$ cat config.mk
export PLATFORM = sky130hd
export DESIGN_NAME = ecc_syndrome_corrector
export DESIGN_NICKNAME = d
export VERILOG_FILES = /design/src/rtl/ecc_fix_pkg.sv /design/src/rtl/ecc_fix_ctrl.sv /design/src/rtl/ecc_fix_datapath.sv /design/src/rtl/ecc_syndrome_corrector.sv
export SDC_FILE = /design/constraint.sdc
export NUM_CORES = 1
export LEC_CHECK = 0
export ABC_AREA = 1
export BUFFER_PORTS_ARGS = -buffer_cell sky130_fd_sc_hd__buf_2
export CORE_MARGIN = 5
export CORE_UTILIZATION = 50
export CTS_CLUSTER_DIAMETER = 200
export CTS_CLUSTER_SIZE = 10
export DETAILED_ROUTE_END_ITERATION = 8
export GPL_TIMING_DRIVEN = 0
export PLACE_DENSITY = 0.9
export SLEW_MARGIN = 40
export SYNTH_ARGS = -nofsm -noshare
export SYNTH_HDL_FRONTEND = slang
export SYNTH_SLANG_ARGS = --single-unit
export TNS_END_PERCENT = 20
$ cat constraint.sdc
create_clock -name clk -period 3 [get_ports clk]
set_input_delay 0.45 -clock clk [delete_from_list [all_inputs] [get_ports clk]]
set_output_delay 0.45 -clock clk [all_outputs]
set_load 0.05 [all_outputs]
$ cat src/rtl/ecc_fix_pkg.sv
package ecc_fix_pkg;
  typedef enum logic [1:0] {
    ST_CLEAN    = 2'b00,
    ST_FIXED    = 2'b01,
    ST_CODE_ERR = 2'b10,
    ST_FATAL    = 2'b11
  } eccStatus_t;

  typedef struct packed {
    logic capture;
  } eccCtrl_t;
endpackage

$ cat src/rtl/ecc_fix_ctrl.sv
module ecc_fix_ctrl
  import ecc_fix_pkg::*;
(
  input  logic     clk,
  input  logic     rstN,
  input  logic     start,
  output eccCtrl_t ctrl,
  output logic     resultValid
);
  always_comb begin
    ctrl.capture = start;
  end

  always_ff @(posedge clk) begin
    if (!rstN) resultValid <= 1'b0;
    else       resultValid <= start;
  end
endmodule

$ cat src/rtl/ecc_fix_datapath.sv
module ecc_fix_datapath
  import ecc_fix_pkg::*;
#(
  parameter int CODE_W    = 24,
  parameter int BIT_IDX_W = 3
) (
  input  logic                    clk,
  input  logic                    rstN,
  input  eccCtrl_t                ctrl,
  input  logic                    ignoreErased,
  input  logic [CODE_W-1:0]       storedCode,
  input  logic [CODE_W-1:0]       calcCode,
  output logic [1:0]              status,
  output logic [CODE_W/2-BIT_IDX_W-1:0] byteIdx,
  output logic [BIT_IDX_W-1:0]    bitIdx
);
  localparam int PAIRS      = CODE_W / 2;
  localparam int BYTE_IDX_W = PAIRS - BIT_IDX_W;

  logic [CODE_W-1:0] syndrome;
  logic [PAIRS-1:0]  pairSplit;
  logic [PAIRS-1:0]  oddBits;
  logic              isZero, isErased, isSingle, allSplit;
  eccStatus_t        nextStatus;

  assign syndrome = storedCode ^ calcCode;

  for (genvar p = 0; p < PAIRS; p++) begin : g_pair
    assign pairSplit[p] = syndrome[2*p+1] ^ syndrome[2*p];
    assign oddBits[p]   = syndrome[2*p+1];
  end

  assign isZero   = (syndrome == '0);
  assign isErased = ignoreErased && (storedCode == {CODE_W{1'b1}});
  assign allSplit = &pairSplit;
  assign isSingle = ((syndrome & (syndrome - 1'b1)) == '0);

  always_comb begin
    if (isZero || isErased) nextStatus = ST_CLEAN;
    else if (allSplit)      nextStatus = ST_FIXED;
    else if (isSingle)      nextStatus = ST_CODE_ERR;
    else                    nextStatus = ST_FATAL;
  end

  always_ff @(posedge clk) begin
    if (!rstN) begin
      status  <= ST_CLEAN;
      byteIdx <= '0;
      bitIdx  <= '0;
    end else if (ctrl.capture) begin
      status <= nextStatus;
      if (nextStatus == ST_FIXED) begin
        byteIdx <= oddBits[BYTE_IDX_W-1:0];
        bitIdx  <= oddBits[PAIRS-1:BYTE_IDX_W];
      end else begin
        byteIdx <= '0;
        bitIdx  <= '0;
      end
    end
  end
endmodule

$ cat src/rtl/ecc_syndrome_corrector.sv
module ecc_syndrome_corrector
  import ecc_fix_pkg::*;
#(
  parameter int CODE_W    = 24,
  parameter int BIT_IDX_W = 3
) (
  input  logic                          clk,
  input  logic                          rstN,
  input  logic                          start,
  input  logic                          ignoreErased,
  input  logic [CODE_W-1:0]             storedCode,
  input  logic [CODE_W-1:0]             calcCode,
  output logic                          resultValid,
  output logic [1:0]                    status,
  output logic [CODE_W/2-BIT_IDX_W-1:0] byteIdx,
  output logic [BIT_IDX_W-1:0]          bitIdx,
  output logic                          fixStrobe
);
  eccCtrl_t ctrl;

  ecc_fix_ctrl u_ctrl (
    .clk(clk), .rstN(rstN), .start(start),
    .ctrl(ctrl), .resultValid(resultValid)
  );

  ecc_fix_datapath #(.CODE_W(CODE_W), .BIT_IDX_W(BIT_IDX_W)) u_dp (
    .clk(clk), .rstN(rstN), .ctrl(ctrl), .ignoreErased(ignoreErased),
    .storedCode(storedCode), .calcCode(calcCode),
    .status(status), .byteIdx(byteIdx), .bitIdx(bitIdx)
  );

  assign fixStrobe = resultValid && (status == ST_FIXED);
endmodule

==> results.yml, run 1 <==
finish:
  num_antenna_cells: 0
  drive_above_1_share_pct: 22.6
  syn_to_final_growth_pct: 23.8
  fin_nets: 478
  fillers: 364
  seq_area_um2: 300
  multi_input_area_um2: 1350
clock_tree:
  cts_tree: "built"
  root_buffer: "clkbuf_8"
  clk_pin_slew_ns: 0.06
  cts_buffers: 3
  cts_resized: 0
  cts_buffer_depth: 2
  cts_sinks: 15
  cts-hold-fix-buffers: 0
  postCtsSetupBuffers: 0
  clk_latency_ns: 0.25
  cts_max_level: 1
hold_path:
  min_from: "rstN"
  hold_end: "u_ctrl.resultValid"
  hold_depth: 3
  hold_path_class: "in2reg"
pwr:
  power_frac_comb_pct: 41.0
  p_sw_uw: 232
  p_int_uw: 388
  pwr-share-seq_pct: 32.8
  power_density_nw_per_um2: 269
  leakagePower_uw: 0.00131
  totalPowerFinal_uw: 619
  swShare_pct: 37.4
  ir_worst_vdd_mv: 0.122
  power_frac_clock_pct: 26.2
yosys:
  yosysSeqAreaShare_pct: 16.2
  ys_ff_latch: 15
  syn_avg_cell_area_um2: 5.46
  yosys-top-cells-area: "nand2_1 (28%), dfxtp_1 (16%), inv_1 (9.7%), ha_1 (9.4%), nand3_1 (7.3%)"
  mappedNetlistArea_um2: 1860
  ys_warn_count: 0
  synth_area_leader_cell: "nand2_1"
  synth.distinct_cells: 23
  synth_nets: 406
  synthCells: 340
  synth_top_area_share_pct: 27.9
floorplanning:
  die-area_um2: 5040
  core_region_area_um2: 3630
  num_rows: 22
  die_y_um: 71.0
  ios: 68
  initial_utilization_pct: 51.1
  die_w_um: 71.0
detailed_routing:
  wl_per_cell_um: 10.9
  ant_nets: 0
  routed_wl_mm: 4.99
  num_vias: 2241
  drt_pass1_iterations: 4
  top_layer: "met4"
  wl_met1_mm: 2.23
  dr_wl_met3_um: 322
  met2_length_mm: 2.39
  drt_iter0_drc: 143
  drc: 0
  drt-vias-per-instance: 4.88
setup_path:
  cp-start-kind: "primary input"
  reg2reg_depth: 2
  crit_fanout: 9
  worst_r2r_endpoint: "u_dp.status[1]"
  reg2reg_from: "u_dp.status[1]"
  cp_data_required_time_ns: 3.18
  crit_start: "calcCode[21]"
  end_kind: "register"
  ff2ff_setup_slack_ns: 2.33
  worst-setup-path-type: "in2reg"
  arrival_ns: 2.32
timing:
  skew_ns: 0
  fmax_mhz: 468
  setup_viol: 0
  rsz0062_at_grt: "no"
  drv_slew: 0
  final_hold_viol_count: 0
  relSlewSlack_pct: 72.2
  setup_ws_ns: 0.865
  setup_tns_ns: 0
  worst_pin_slew_ns: 0.417
  min_period_ns: 2.14
  fin_crit_sh_pct: 71.2
global_routing:
  grt_pass1_vias: 2093
  grt_max_degree: 11
  track_usage_pct: 20.2
  antenna_found_initial: 0
  grt-ovfl-total: 0
  grt_pass1_wl_mm: 8.63
placed_design:
  gp_congestion: 0.877
  dp_slack_ns: 0.643
  io_buffers: 67
  dp_hpwl_mm: 4.31
flow_run:
  cap_violations: 0
outcome:
  status: "finished, final reports clean"
[through the flow]
step / hold slack [ns] / cells / cell area, um2 / utilization [%]
floorplan: 0.548 / 340 / 1860 / -
global placement: 0.450 / 455 / 2250 / 62.0
detailed placement: 0.455 / 455 / 2250 / 62.0
CTS: 0.421 / 459 / 2300 / 63.3
global route: 0.442 / 459 / 2300 / 63.3
finish: 0.421 / 459 / 2300 / 63.3
[layer usage]
metal  global-route usage [%]  up-vias
met1                     25.8      975
met3                     2.70        6
li1                         -     1195
met4                     5.22        0
met5                        0        -
met2                     35.4       65
[cell usage in the layout, fill, tap and decap left out, types with 5 or more instances in the layout]
cell and instances:
a21oi_1 15, buf_2 67, dfxtp_1 15, ha_1 14, inv_1 48, inv_2 5
nand2_1 138, nand2_2 5, nand3_1 27, nand4_1 9, nor2_1 29, nor2_2 5
xor2_1 5
[sequential cells by signal (all words and copies together), names as in the netlist]
| name | flops |
|---|---|
| u_dp.byteIdx | 9 |
| u_dp.bitIdx | 3 |
| u_dp.status | 2 |
| u_ctrl.resultValid | 1 |
[cell usage after synthesis]
| library cell | count |
|---|---|
| a21oi_1 | 15 |
| clkbuf_1 | 3 |
| dfxtp_1 | 15 |
| ha_1 | 14 |
| inv_1 | 48 |
| inv_2 | 5 |
| nand2_1 | 138 |
| nand2_2 | 5 |
| nand2_4 | 2 |
| nand3_1 | 27 |
| nand3_2 | 1 |
| nand3b_1 | 1 |
| nand4_1 | 9 |
| nor2_1 | 29 |
| nor2_2 | 5 |
| nor2_4 | 3 |
| nor3_1 | 3 |
| nor4_1 | 1 |
| o21ai_0 | 4 |
| o21ai_1 | 3 |
| xnor2_1 | 3 |
| xnor2_2 | 1 |
| xor2_1 | 5 |
[logic make-up after synthesis]
kind of cell	share of synthesized area (%)
compound gates	5.93
xor+xnor	4.65
fa+ha+maj	9.43
buf+inv	11.3
flops	16.2
simple gates	52.5
[critical path, cell delays in order]
cell	delay [ns]
buf_2	0.10
xor2_1	0.34
inv_1	0.12
ha_1	0.33
nand4_1	0.09
nor2_1	0.11
nand2_1	0.15
nor2_2	0.33
nand3_1	0.14
a21oi_1	0.14
[worst max-delay path by stage]
stage / to / slack [ns] / depth (start not counted)
final: u_dp.bitIdx[1] / 0.86 / 10
after global routing: u_dp.byteIdx[4] / 0.59 / 10
after CTS: u_dp.bitIdx[1] / 0.86 / 10
after detailed placement: u_dp.byteIdx[3] / 0.64 / 10
after global placement: u_dp.byteIdx[5] / 0.71 / 10
after floorplan: u_dp.bitIdx[2] / 1.11 / 13
[layout make-up]
type	count	area share [%]
Timing Repair Buffer	67	14.6
Clock inverter	1	0.218
Clock buffer	3	1.80
Tap cell	48	2.61
Buffer	3	0.490
Inverter	53	8.65
Multi-Input combinational cell	269	58.6
Sequential cell	15	13.1
[power groups by stage]
stage	Sequential, uW	Clock, uW	Combinational (uW)
2_1_floorplan	216	0	153
5_1_grt	204	175	289
3_3_place_gp	208	0	245
4_1_cts	203	165	253
6_report	203	162	254
3_5_place_dp	208	0	252
(Power assumes the default switching activity.)
==> run 2, diff against run 1 <==
Settings changed: ABC_AREA 1 to 0, CORE_UTILIZATION 50 to 42, PLACE_DENSITY 0.9 to 0.86.
Clock period 3 ns to 1.8 ns, I/O delays scaled along.
==> run 2 against run 1 <==
  * The run now ends with setup timing left
  * Combinational power rose by 140%
  * Synthesized area shrank 24%
  * Via count fell by 26%
  * Cell count decreased by 34%
  * Clock power is 23% higher
  * Worst setup slack worse by 0.92 ns
  * Count of clock-buffer cells in the layout is the same
  * Final area is 5.5% higher
  * Wire length decreased by 1.3%
  * Utilization rose by 10 points
  * Critical path depth fell by 1
  * Critical endpoint is now u_dp.status[0]
  * Largest cell class unchanged
==> results.yml, run 2 <==
outcome:
  status: "complete, but fails checks"
  failed_checks: "setup timing"
yosys:
  synth.most_common_cell: "dfxtp_1"
  synth.distinct_cells: 38
  async_flop_share_pct: 0
  ys_ff_latch: 15
  synth_area_leader_cell: "dfxtp_1"
  yosys-top-cells-count: "dfxtp_1 (15), ha_1 (14), nand2_1 (11), nand4_1 (11), nor2b_1 (11)"
  synth_edf_count: 0
  syn_avg_cell_area_um2: 8.71
  yosys-top-cells-area: "dfxtp_1 (21%), ha_1 (12%), xnor2_1 (6.2%), xnor2_2 (5.7%), nand4_1 (4.8%)"
  synth_top_area_share_pct: 21.1
  synth_ff_type: "dfxtp_1"
  synth_nets: 229
  mappedNetlistArea_um2: 1420
  yosysSeqAreaShare_pct: 21.1
  ys_warn_count: 0
  synthCells: 163
detailed_routing:
  num_vias: 1651
  routed_wl_mm: 4.92
  drc: 0
  drt-vias-per-instance: 5.47
  ant_nets: 0
  wl_per_cell_um: 16.3
  drt_iter0_drc: 96
  drt_pass1_iterations: 4
clock_tree:
  cts_buffers: 3
  root_buffer: "clkbuf_4"
  clk_pin_slew_ns: 0.10
  clk_latency_ns: 0.29
  cts_buffer_depth: 2
  cts_max_level: 1
  cts-hold-fix-buffers: 0
  cts_tree: "built"
  cts_sinks: 15
timing:
  fmax_mhz: 539
  setup_tns_ns: -0.0551
  fin_crit_sh_pct: 103
  fin_hold_ws_ns: 0.224
  worst_pin_slew_ns: 0.476
  final_hold_viol_count: 0
  skew_ns: 0
  rsz0062_at_grt: "yes"
  setup_ws_ns: -0.0551
  setup_viol: 1
  relSlewSlack_pct: 68.3
  min_period_ns: 1.86
  drv_slew: 0
placed_design:
  gp_congestion: 0.900
  dp_hpwl_mm: 3.47
  io_buffers: 67
  dp_slack_ns: -0.456
global_routing:
  track_usage_pct: 20.3
  grt_max_degree: 11
  grt-ovfl-total: 0
  grt_pass1_vias: 1683
  grt_pass1_wl_mm: 7.25
  antenna_found_initial: 0
finish:
  multi_input_area_um2: 1430
  reg.largest.list: "u_dp.byteIdx (9), u_dp.bitIdx (3), u_dp.status (2)"
  seq_area_um2: 300
  layout_common_cells: "buf_2 (58), buf_4 (24), dfxtp_1 (15)"
  largest_reg_flops: 9
  fin_nets: 323
  num_antenna_cells: 0
  syn_to_final_growth_pct: 70.9
  largest_register: "u_dp.byteIdx"
  drive_above_1_share_pct: 54.7
  final_common_cell: "buf_2"
  fillers: 250
pwr:
  leakagePower_uw: 0.00104
  pwr-share-seq_pct: 29.8
  power_frac_comb_pct: 52.7
  power_density_nw_per_um2: 468
  p_int_uw: 716
  swShare_pct: 36.9
  ir_worst_vdd_mv: 0.206
  p_sw_uw: 418
  totalPowerFinal_uw: 1130
  power_frac_clock_pct: 17.6
flow_run:
  cap_violations: 0
setup_path:
  cp-start-kind: "primary input"
  cp_data_required_time_ns: 1.98
  end_kind: "register"
  worst-setup-path-type: "in2reg"
  crit_fanout: 4
  arrival_ns: 2.03
hold_path:
  hold_path_class: "in2reg"
floorplanning:
  die-area_um2: 4640
  num_rows: 21
  initial_utilization_pct: 42.9
  core_region_area_um2: 3310
  die_y_um: 68.2
  die_w_um: 68.2
  ios: 68
-- run 2: changes by cell type after synthesis, moves of 6 or more --
cell	change
nor2b_1	+11
nand3_1	-25
a22oi_1	+7
nor2_1	-27
a21oi_1	-6
nand2_1	-127
xnor2_1	+7
inv_1	-40
-- run 2: metal layers --
metal  track usage, %  vias up  share of wire [%]
met5                0        -                  0
met4             10.2        0                3.4
met3             1.97       16                6.6
met2             37.3       80                 53
met1             23.0      775                 37
li1                 -      780                  -
-- run 2: logic make-up after synthesis --
family,share of synthesized area (%)
AOI/OAI and AO/OA,16.9
xor gates and xnor gates,20.1
adders and majority gates,12.3
buffers and inverters,3.52
DFF,21.1
and+or+nand+nor,26.0
-- run 2: area by class of cell --
class                      count  share of cell area (%)
buffer                         3                   0.773
clock buffer                   3                   0.928
timing repair buffer          89                    22.8
clock inverter                 1                   0.206
multi-input combinational    135                    59.0
sequential                    15                    12.4
tap                           46                    2.37
inverter                      10                    1.55
-- run 2: repair_timing --
action | CTS | global route
setup buffers | 17 | 5
pin swaps | 23 | 12
gates resized for setup | 19 | 17
hold endpoints to repair | 0 | 0
setup endpoints to repair | 2 | 11
-- run 2: final timing paths --
kind	slack (ns)	depth (start not counted)	startpoint	to
max	-0.06	9	calcCode[0]	u_dp.status[0]
min	0.22	2	start	u_ctrl.resultValid
max reg2reg	0.46	5	u_dp.status[0]	u_dp.status[0]
min reg2reg	0.47	2	u_dp.bitIdx[0]	u_dp.bitIdx[0]
-- run 2: critical path: stages --
cell	delay, ns
buf_8	0.10
xnor2_4	0.21
ha_4	0.19
and4_4	0.26
a21oi_2	0.07
or4_1	0.51
nor2_1	0.12
and4b_1	0.20
a41oi_2	0.09
-- run 2: metrics by stage --
step	util, %	area [um2]	instances
global placement	61.4	2030	276
CTS	69.5	2300	297
detailed placement	61.4	2030	276
floorplan	-	1640	163
global route	73.3	2430	302
finish	73.3	2430	302
-- run 2: power groups by stage --
stage | Combinational [uW] | Sequential, uW | Clock [uW]
4_1_cts | 526 | 338 | 204
3_3_place_gp | 428 | 346 | 0
5_1_grt | 642 | 339 | 212
3_5_place_dp | 437 | 346 | 0
6_report | 598 | 338 | 199
2_1_floorplan | 259 | 360 | 0
==> run 3, diff against run 2 <==
--- a/config.mk
+++ b/config.mk
@@ -15,3 +15,3 @@
 export GPL_TIMING_DRIVEN = 0
-export PLACE_DENSITY = 0.86
+export PLACE_DENSITY = 0.75
 export SLEW_MARGIN = 40
==> constraint.sdc (replaced) <==
create_clock -name clk -period 1.8 [get_ports clk]
set_input_delay 0.09 -clock clk [delete_from_list [all_inputs] [get_ports clk]]
set_output_delay 0.09 -clock clk [all_outputs]
set_load 0.05 [all_outputs]
==> run 3 against run 2 <==
  * The run now ends clean
  * Highest routed layer unchanged
  * Hold slack got worse by 0.18 ns
  * Register-to-register slack got worse by 0.02 ns
  * Final area is 11% lower
  * Sequential share of layout area rose by 1.5 points
  * Wire length down 10%
  * Sequential power barely moved
  * Cell count shrank 3.3%
  * Critical path depth rose by 1
  * Worst setup slack better by 0.095 ns
  * Utilization shrank 7.7 points
==> results.yml, run 3 (synthesis results as in run 2) <==
pwr:
  leakagePower_uw: 0.000962
  power_density_nw_per_um2: 475
  ir_worst_vdd_mv: 0.368
setup_path:
  worst-setup-path-type: "in2reg"
  ff2ff_setup_slack_ns: 0.44
  end_kind: "register"
  arrival_ns: 1.94
  cp_slowest_stage_delay_ns: 0.26
  cp-start-kind: "primary input"
  critPathSlowestCell: "ha_2"
  crit_fanout: 10
  cp_data_required_time_ns: 1.98
  reg2reg_from: "u_dp.status[0]"
  worst_r2r_endpoint: "u_dp.status[0]"
  crit_chain: "buf_2 -> xnor2_2 -> ha_2 -> nand4_1 -> nor3_2 -> a221oi_2 -> and2_1 -> clkbuf_4 -> nor2b_1 -> o21a_1"
  reg2reg_depth: 5
  crit_start: "storedCode[1]"
finish:
  drive_above_1_share_pct: 50.0
  num_antenna_cells: 0
  largest_register: "u_dp.byteIdx"
  syn_to_final_growth_pct: 52.9
  reg.largest.list: "u_dp.byteIdx (9), u_dp.bitIdx (3), u_dp.status (2)"
  fin_nets: 313
  final_common_cell: "buf_2"
  largest_reg_flops: 9
  layout_common_cells: "buf_2 (67), dfxtp_1 (15), buf_4 (12)"
  fin_util_pct: 65.6
  stdcell_area_um2: 2170
detailed_routing:
  wl_per_cell_um: 15.1
  routed_wl_mm: 4.41
  drt_pass1_iterations: 4
  drt-vias-per-instance: 5.48
  num_vias: 1600
  drc: 0
  ant_nets: 0
  drt_iter0_drc: 91
timing:
  skew_ns: 0
  fin_hold_ws_ns: 0.0448
  worst_pin_slew_ns: 0.422
  fin_crit_sh_pct: 97.8
  setup_ws_ns: 0.0397
  min_period_ns: 1.76
  setup_tns_ns: 0
  rsz0062_at_grt: "yes"
  relSlewSlack_pct: 71.8
  setup_viol: 0
  fmax_mhz: 568
  drv_slew: 0
  final_hold_viol_count: 0
floorplanning:
  num_rows: 21
  ios: 68
  die-area_um2: 4640
  core_region_area_um2: 3310
  die_y_um: 68.2
  die_w_um: 68.2
  initial_utilization_pct: 42.9
outcome:
  status: "finished, final reports clean"
placed_design:
  dp_hpwl_mm: 3.32
  dp_slack_ns: -0.402
  placed_cell_area_um2: 1830
  io_buffers: 67
  gp_congestion: 0.899
clock_tree:
  clk_latency_ns: 0.28
  cts_max_level: 1
  clk_pin_slew_ns: 0.10
  cts_buffer_depth: 2
  cts_tree: "built"
  root_buffer: "clkbuf_4"
  cts_buffers: 3
  cts-hold-fix-buffers: 0
  cts_sinks: 15
global_routing:
  grt_pass1_wl_mm: 6.24
  grt-ovfl-total: 0
  track_usage_pct: 17.6
  antenna_found_initial: 0
  grt_pass1_vias: 1469
  grt_max_degree: 11
hold_path:
  hold_depth: 2
  hold_end: "u_ctrl.resultValid"
  min_from: "start"
  hold_path_class: "in2reg"
flow_run:
  cap_violations: 0
## run 3: through the flow
stage | cells | total power [uW]
after global routing | 292 | 1100
after detailed placement | 276 | 721
after floorplan | 163 | 579
after CTS | 280 | 932
after global placement | 276 | 716
final | 292 | 1030
## run 3: worst max path at each step
stage | end | slack, ns | depth (start not counted)
floorplan | u_dp.status[0] | -0.007 | 9
global placement | u_dp.byteIdx[4] | -0.36 | 11
detailed placement | u_dp.byteIdx[4] | -0.40 | 11
CTS | u_dp.status[0] | 0.01 | 10
global route | u_dp.status[0] | -0.05 | 9
finish | u_dp.byteIdx[4] | 0.04 | 10
## run 3: worst max-delay path, delay by kind of cell
kind | cells | cell delay (ns)
AND/OR/NAND/NOR | 4 | 0.73
adder cells (fa/ha/maj) | 1 | 0.26
XOR/XNOR | 1 | 0.24
AO/OA/AOI/OAI | 2 | 0.30
buffers and inverters | 2 | 0.31
## run 3: what timing repair did
| item | CTS | global route |
|---|---|---|
| pin swaps | 0 | 9 |
| endpoints found under the setup margin | 11 | 11 |
| gates resized for setup | 9 | 26 |
| cloned | 0 | 0 |
| setup buffers | 0 | 12 |
## run 3: power by group
group | internal (uW) | switching (uW) | total, uW
sequential | 336 | 2.54 | 338
combinational | 237 | 263 | 500
clock | 82.4 | 110 | 192
total | 655 | 376 | 1030
## run 3: area by class of cell
class / count / area, um2
fillers: 304 / 1140
multi-input cells: 135 / 1310
clock buffers: 3 / 22.5
well taps: 46 / 57.6
plain buffers: 3 / 15.0
repair buffers: 79 / 425
clock inverters: 1 / 5.00
inverters: 10 / 37.5
flip-flops and latches: 15 / 300
## run 3: per-layer routing
metal	global-route usage (%)	vias up	wire length, um
met5	0	-	0
met4	2.73	0	74
met3	4.60	12	469
met2	31.3	94	2180
met1	21.4	735	1690
li1	-	759	-
